**config.mk**
```make
export PLATFORM = sky130hd
export DESIGN_NAME = dmc_cache
export DESIGN_NICKNAME = d
export VERILOG_FILES = /design/src/rtl/dmc_pkg.sv /design/src/rtl/dmc_line_store.sv /design/src/rtl/dmc_ctrl.sv /design/src/rtl/dmc_counters.sv /design/src/rtl/dmc_cache.sv
export SDC_FILE = /design/constraint.sdc
export NUM_CORES = 2
export LEC_CHECK = 0
export BUFFER_PORTS_ARGS = -buffer_cell sky130_fd_sc_hd__buf_2
export CORE_MARGIN = 2
export CORE_UTILIZATION = 31
export CTS_CLUSTER_SIZE = 8
export DETAILED_ROUTE_END_ITERATION = 6
export HOLD_SLACK_MARGIN = 0.02
export PLACE_DENSITY_LB_ADDON = 0.25
export SLEW_MARGIN = 10
export SYNTH_ARGS = -nofsm -noshare
export SYNTH_HDL_FRONTEND = slang
export SYNTH_SLANG_ARGS = --single-unit
```
**constraint.sdc**
```tcl
create_clock -name clk -period 8.5 [get_ports clk]
set_input_delay 0.85 -clock clk [delete_from_list [all_inputs] [get_ports clk]]
set_output_delay 0.85 -clock clk [all_outputs]
set_load 0.005 [all_outputs]
```
**src/rtl/dmc_pkg.sv**
```systemverilog
package dmc_pkg;
  typedef enum logic [1:0] {
    ST_IDLE  = 2'd0,
    ST_MREQ  = 2'd1,
    ST_MWAIT = 2'd2
  } dmc_state_e;
endpackage

```
**src/rtl/dmc_line_store.sv**
```systemverilog
module dmc_line_store #(
  parameter int IDX_W  = 6,
  parameter int TAG_W  = 24,
  parameter int DATA_W = 32
) (
  input  logic              clk,
  input  logic              rst,
  input  logic [IDX_W-1:0]  lk_idx,
  input  logic [TAG_W-1:0]  lk_tag,
  output logic              lk_hit,
  output logic [DATA_W-1:0] lk_data,
  input  logic              wr_en,
  input  logic [IDX_W-1:0]  wr_idx,
  input  logic [TAG_W-1:0]  wr_tag,
  input  logic [DATA_W-1:0] wr_data
);
  localparam int LINES = 1 << IDX_W;

  logic [LINES-1:0]  line_vld;
  logic [TAG_W-1:0]  line_tag [LINES];
  logic [DATA_W-1:0] line_dat [LINES];

  always_ff @(posedge clk) begin
    if (rst) line_vld <= '0;
    else if (wr_en) line_vld[wr_idx] <= 1'b1;
  end

  always_ff @(posedge clk) begin
    if (wr_en) begin
      line_tag[wr_idx] <= wr_tag;
      line_dat[wr_idx] <= wr_data;
    end
  end

  assign lk_hit  = line_vld[lk_idx] && (line_tag[lk_idx] == lk_tag);
  assign lk_data = line_dat[lk_idx];
endmodule

```
**src/rtl/dmc_ctrl.sv**
```systemverilog
module dmc_ctrl
  import dmc_pkg::*;
#(
  parameter int ADDR_W = 32,
  parameter int DATA_W = 32,
  parameter int IDX_W  = 6,
  parameter int OFF_W  = 2,
  parameter int TAG_W  = ADDR_W - IDX_W - OFF_W
) (
  input  logic              clk,
  input  logic              rst,
  input  logic              core_req_valid,
  output logic              core_req_ready,
  input  logic              core_req_write,
  input  logic [ADDR_W-1:0] core_req_addr,
  input  logic [DATA_W-1:0] core_req_wdata,
  output logic              core_rsp_valid,
  output logic [DATA_W-1:0] core_rsp_rdata,
  output logic              mem_req_valid,
  input  logic              mem_req_ready,
  output logic              mem_req_write,
  output logic [ADDR_W-1:0] mem_req_addr,
  output logic [DATA_W-1:0] mem_req_wdata,
  input  logic              mem_rsp_valid,
  input  logic [DATA_W-1:0] mem_rsp_rdata,
  output logic [IDX_W-1:0]  lk_idx,
  output logic [TAG_W-1:0]  lk_tag,
  input  logic              lk_hit,
  input  logic [DATA_W-1:0] lk_data,
  output logic              wr_en,
  output logic [IDX_W-1:0]  wr_idx,
  output logic [TAG_W-1:0]  wr_tag,
  output logic [DATA_W-1:0] wr_data,
  output logic              hit_evt,
  output logic              miss_evt
);
  localparam logic [ADDR_W-1:0] WORD_MASK = ~((ADDR_W'(1) << OFF_W) - ADDR_W'(1));

  dmc_state_e        state;
  logic              op_write;
  logic [ADDR_W-1:0] op_addr;
  logic [DATA_W-1:0] op_wdata;
  logic              accept;

  assign core_req_ready = (state == ST_IDLE);
  assign accept         = core_req_valid && core_req_ready;

  assign lk_idx = core_req_addr[OFF_W +: IDX_W];
  assign lk_tag = core_req_addr[ADDR_W-1 -: TAG_W];

  assign hit_evt  = accept && lk_hit;
  assign miss_evt = accept && !lk_hit;

  assign mem_req_valid = (state == ST_MREQ);
  assign mem_req_write = op_write;
  assign mem_req_addr  = op_addr & WORD_MASK;
  assign mem_req_wdata = op_wdata;

  always_comb begin
    wr_en   = 1'b0;
    wr_idx  = lk_idx;
    wr_tag  = lk_tag;
    wr_data = core_req_wdata;
    if (state == ST_IDLE) begin
      wr_en = accept && core_req_write;
    end else begin
      wr_en   = (state == ST_MWAIT) && mem_rsp_valid;
      wr_idx  = op_addr[OFF_W +: IDX_W];
      wr_tag  = op_addr[ADDR_W-1 -: TAG_W];
      wr_data = mem_rsp_rdata;
    end
  end

  always_ff @(posedge clk) begin
    if (rst) begin
      state          <= ST_IDLE;
      op_write       <= 1'b0;
      op_addr        <= '0;
      op_wdata       <= '0;
      core_rsp_valid <= 1'b0;
      core_rsp_rdata <= '0;
    end else begin
      core_rsp_valid <= 1'b0;
      case (state)
        ST_IDLE: if (accept) begin
          op_write <= core_req_write;
          op_addr  <= core_req_addr;
          op_wdata <= core_req_wdata;
          if (!core_req_write && lk_hit) begin
            core_rsp_valid <= 1'b1;
            core_rsp_rdata <= lk_data;
          end else begin
            state <= ST_MREQ;
          end
        end
        ST_MREQ: if (mem_req_ready) begin
          if (op_write) begin
            core_rsp_valid <= 1'b1;
            core_rsp_rdata <= op_wdata;
            state          <= ST_IDLE;
          end else begin
            state <= ST_MWAIT;
          end
        end
        ST_MWAIT: if (mem_rsp_valid) begin
          core_rsp_valid <= 1'b1;
          core_rsp_rdata <= mem_rsp_rdata;
          state          <= ST_IDLE;
        end
        default: state <= ST_IDLE;
      endcase
    end
  end
endmodule

```
**src/rtl/dmc_counters.sv**
```systemverilog
module dmc_counters #(
  parameter int CNT_W = 16,
  parameter int NUM   = 2
) (
  input  logic                  clk,
  input  logic                  rst,
  input  logic [NUM-1:0]        evt,
  output logic [NUM*CNT_W-1:0]  cnt
);
  for (genvar g = 0; g < NUM; g++) begin : g_cnt
    logic [CNT_W-1:0] val;
    always_ff @(posedge clk) begin
      if (rst) val <= '0;
      else if (evt[g]) val <= val + CNT_W'(1);
    end
    assign cnt[g*CNT_W +: CNT_W] = val;
  end
endmodule

```
**src/rtl/dmc_cache.sv**
```systemverilog
module dmc_cache #(
  parameter int ADDR_W = 32,
  parameter int DATA_W = 32,
  parameter int LINES  = 64,
  parameter int CNT_W  = 16
) (
  input  logic              clk,
  input  logic              rst,
  input  logic              core_req_valid,
  output logic              core_req_ready,
  input  logic              core_req_write,
  input  logic [ADDR_W-1:0] core_req_addr,
  input  logic [DATA_W-1:0] core_req_wdata,
  output logic              core_rsp_valid,
  output logic [DATA_W-1:0] core_rsp_rdata,
  output logic              mem_req_valid,
  input  logic              mem_req_ready,
  output logic              mem_req_write,
  output logic [ADDR_W-1:0] mem_req_addr,
  output logic [DATA_W-1:0] mem_req_wdata,
  input  logic              mem_rsp_valid,
  input  logic [DATA_W-1:0] mem_rsp_rdata,
  output logic [CNT_W-1:0]  hit_count,
  output logic [CNT_W-1:0]  miss_count
);
  localparam int IDX_W = $clog2(LINES);
  localparam int OFF_W = $clog2(DATA_W / 8);
  localparam int TAG_W = ADDR_W - IDX_W - OFF_W;

  logic [IDX_W-1:0]  lk_idx, wr_idx;
  logic [TAG_W-1:0]  lk_tag, wr_tag;
  logic [DATA_W-1:0] lk_data, wr_data;
  logic              lk_hit, wr_en, hit_evt, miss_evt;
  logic [2*CNT_W-1:0] cnt_bus;

  dmc_line_store #(.IDX_W(IDX_W), .TAG_W(TAG_W), .DATA_W(DATA_W)) u_store (
    .clk(clk), .rst(rst),
    .lk_idx(lk_idx), .lk_tag(lk_tag), .lk_hit(lk_hit), .lk_data(lk_data),
    .wr_en(wr_en), .wr_idx(wr_idx), .wr_tag(wr_tag), .wr_data(wr_data)
  );

  dmc_ctrl #(
    .ADDR_W(ADDR_W), .DATA_W(DATA_W), .IDX_W(IDX_W), .OFF_W(OFF_W), .TAG_W(TAG_W)
  ) u_ctrl (
    .clk(clk), .rst(rst),
    .core_req_valid(core_req_valid), .core_req_ready(core_req_ready),
    .core_req_write(core_req_write), .core_req_addr(core_req_addr),
    .core_req_wdata(core_req_wdata),
    .core_rsp_valid(core_rsp_valid), .core_rsp_rdata(core_rsp_rdata),
    .mem_req_valid(mem_req_valid), .mem_req_ready(mem_req_ready),
    .mem_req_write(mem_req_write), .mem_req_addr(mem_req_addr),
    .mem_req_wdata(mem_req_wdata),
    .mem_rsp_valid(mem_rsp_valid), .mem_rsp_rdata(mem_rsp_rdata),
    .lk_idx(lk_idx), .lk_tag(lk_tag), .lk_hit(lk_hit), .lk_data(lk_data),
    .wr_en(wr_en), .wr_idx(wr_idx), .wr_tag(wr_tag), .wr_data(wr_data),
    .hit_evt(hit_evt), .miss_evt(miss_evt)
  );

  dmc_counters #(.CNT_W(CNT_W), .NUM(2)) u_cnt (
    .clk(clk), .rst(rst), .evt({miss_evt, hit_evt}), .cnt(cnt_bus)
  );

  assign hit_count  = cnt_bus[CNT_W-1:0];
  assign miss_count = cnt_bus[2*CNT_W-1:CNT_W];
endmodule

```
==> out/results.tsv <==
metric	value	unit
grt_overflow	0	
grt_max_degree	131	
yosysTopAreaCell	edfxtp_1	
crit_fanout	29	
path_class	flop to flop	
synth.avg_cell_area	21.3	sq um
fmax	180	MHz
core_area	471000	sq um
die-area	478000	sq um
wl	482000	um
cts_tree	yes	
synth_ff_type	edfxtp_1	
powerDensity	276	nW/um^2
grt_pass1_vias	76964	
clkTransAtPathRegs	0.06	ns
relSlewSlack	0.124	
rows	252	
ys_warn_count	0	
die_x	692	um
rsz0062_at_grt	no	
nets	7602	
die_y	692	um
ant_nets	0	
synthTopCellsByArea	edfxtp_1 (73%), mux4_2 (14%), dfxtp_1 (2.7%)	
cts_buffer_depth	4	
final_max_slew_viol_count	0	
p_leak	54.5	nW
synthXorXnorAreaFrac	0.00126	
via_count	75733	
initial_core_util	0.311	
numCtsBuffers	545	
tns	0	ns
dp_hpwl	261000	um
htreeDepth	6	
worst-path-buf-inv	4	
period_minus_slack	5.55	ns
final_hold_viol_count	0	
cpPeakStageDelay	1.15	ns
layout_common_cells	edfxtp_1 (3584), mux4_2 (936), clkbuf_16 (547), mux2i_1 (314), nand2_1 (235)	
synth_edf_count	3584	
cts_setup_buffers	0	
hold_class	primary input to flop	
regArea	112000	sq um
ys_seq_area_frac	0.761	
fin_util	0.366	
clkLatencyLatePin	1.07	ns
layout.cells.most_common	edfxtp_1	
grt_antenna_before_repair	20	
place_congestion	0.803	
period_share	0.653	
synth-simple-area-share	0.0250	
setup_viol	0	
skew	0.113	ns
synth_cells	6872	
clock-sinks	3778	
async_flop_share	0	
end_kind	flop	
synth_seq_cells	3778	
yosysTopAreaCellShare	0.734	
cts_resized	0	
muxShareOfSynthArea	0.173	
start_kind	flop	
ios	234	
multi_input_area	33500	sq um
crit_path_cell_trace	inv_1, ha_4, buf_4, inv_1, o21ai_0, nand2_1, nor2_4, buf_4	
fillers	42798	
yosys.cell_types.count	88	
status	complete, no violations	
areaGrowthSynthToFinish	17.4	%
worst_pin_slew	1.31	ns
drc	0	
ir_drop	0.213	mV
viasPerCell	5.43	
port_buffers	229	
synth_top_family_by_area	multiplexers	
wire_per_inst	34.6	um
ctsRootBufferMaster	clkbuf_16	
detail_route.iter0.violations	9668	
hold_buffers	6	
grt_usage	0.196	
drive_gt1_frac	0.286	
netlist_area	147000	sq um
first_pass_iters	5	
grt_pass1_wl	652000	um
synth_compound_area_frac	0.0250	
crit_arrival	6.14	ns
crit_family	buffers and inverters	
synth_adder_area_share	0.000512	
required	9.09	ns
critPathSlowestCell	nor2_4	
drv_cap	0	
registers in the layout, indices dropped and copies added, names as in the netlist:
signal,flops
u_ctrl.core_rsp_rdata,32
u_ctrl.core_rsp_valid,1
u_ctrl.mem_req_write,1
u_ctrl.mem_req_wdata,32
u_store.line_vld,64
u_store.line_dat,2048
u_ctrl.op_addr,30
u_cnt.g_cnt.val,32
u_ctrl.state,2
u_store.line_tag,1536
cell families after synthesis:
logic type | after synthesis
AND/OR/NAND/NOR | 770
XOR/XNOR | 21
multiplexers | 1346
AO/OA/AOI/OAI | 543
adder cells (fa/ha/maj) | 6
other | 1
buffers and inverters | 407
flip-flops | 3778
through the flow:
step / total power, mW / cell area [sq um] / std cells / hold slack, ns / setup WS, ns
after floorplan: 25.4 / 147000 / 6873 / 0.435 / 2.40
after global placement: 27.6 / 156000 / 13158 / 0.444 / 1.89
after detailed placement: 27.8 / 156000 / 13158 / 0.457 / 1.93
after CTS: 47.8 / 172000 / 13923 / 0.0216 / 3.02
after global routing: 48.9 / 172000 / 13930 / 0.0735 / 2.87
final: 47.5 / 172000 / 13940 / 0.0808 / 2.95
final timing paths:
kind	end	slack, ns	cells past startpoint	start
min reg2reg	u_store.line_vld[50]	0.46	2	u_store.line_vld[50]
max	u_store.line_dat[46][5]	2.95	8	u_ctrl.state[0]
max reg2reg	u_store.line_dat[46][5]	2.95	8	u_ctrl.state[0]
min	u_ctrl.op_addr[28]	0.08	3	core_req_addr[28]
area by class of cell:
| cell class | count | area share |
|---|---|---|
| Antenna cell | 11 | 0.000160 |
| Clock buffer | 695 | 0.0828 |
| Clock inverter | 64 | 0.00846 |
| Inverter | 12 | 0.000305 |
| Multi-Input combinational cell | 2688 | 0.195 |
| Sequential cell | 3778 | 0.648 |
| Tap cell | 6223 | 0.0453 |
| Timing Repair Buffer | 469 | 0.0204 |
synthesized netlist by cell type (all sizes together), types with 6 or more instances:
cell and instances:
nor3b 6, o21ba 15, nand2 237, nor2b 53, mux2i 314, and2 16
nor4 11, nor4b 6, o41ai 11, nand4 27, mux2 96, mux4 936
ha 6, buf 237, o22ai 31, a211oi 23, dfxtp 194, edfxtp 3584
o21ai 91, or4 6, a221oi 11, xnor2 14, and3 16, nor2 234
a31oi 16, inv 12, a22oi 158, o211ai 6, a22o 14, a21oi 127
nand2b 18, or3 31, nand3 66, nor3 21, xor2 7, clkbuf 158
worst min-delay path, delay by kind of cell:
family	cells	cell delay (ns)
compound gates	1	0.05
buf+inv	1	0.13
simple gates	1	0.06
routing by layer:
| layer | part of all wire | vias to the layer above | track usage |
|---|---|---|---|
| met2 | 0.49 | 3460 | 0.327 |
| met4 | 0.032 | 8 | 0.0610 |
| met5 | 0.00012 | - | 0 |
| met3 | 0.074 | 754 | 0.0332 |
| li1 | - | 29897 | - |
| met1 | 0.40 | 41614 | 0.261 |
power breakdown:
group	switching (mW)	internal, mW
Clock	8.24	11.8
Combinational	3.79	1.15
Sequential	0.125	22.4
Total	12.2	35.4
(Power assumes the default switching activity.)
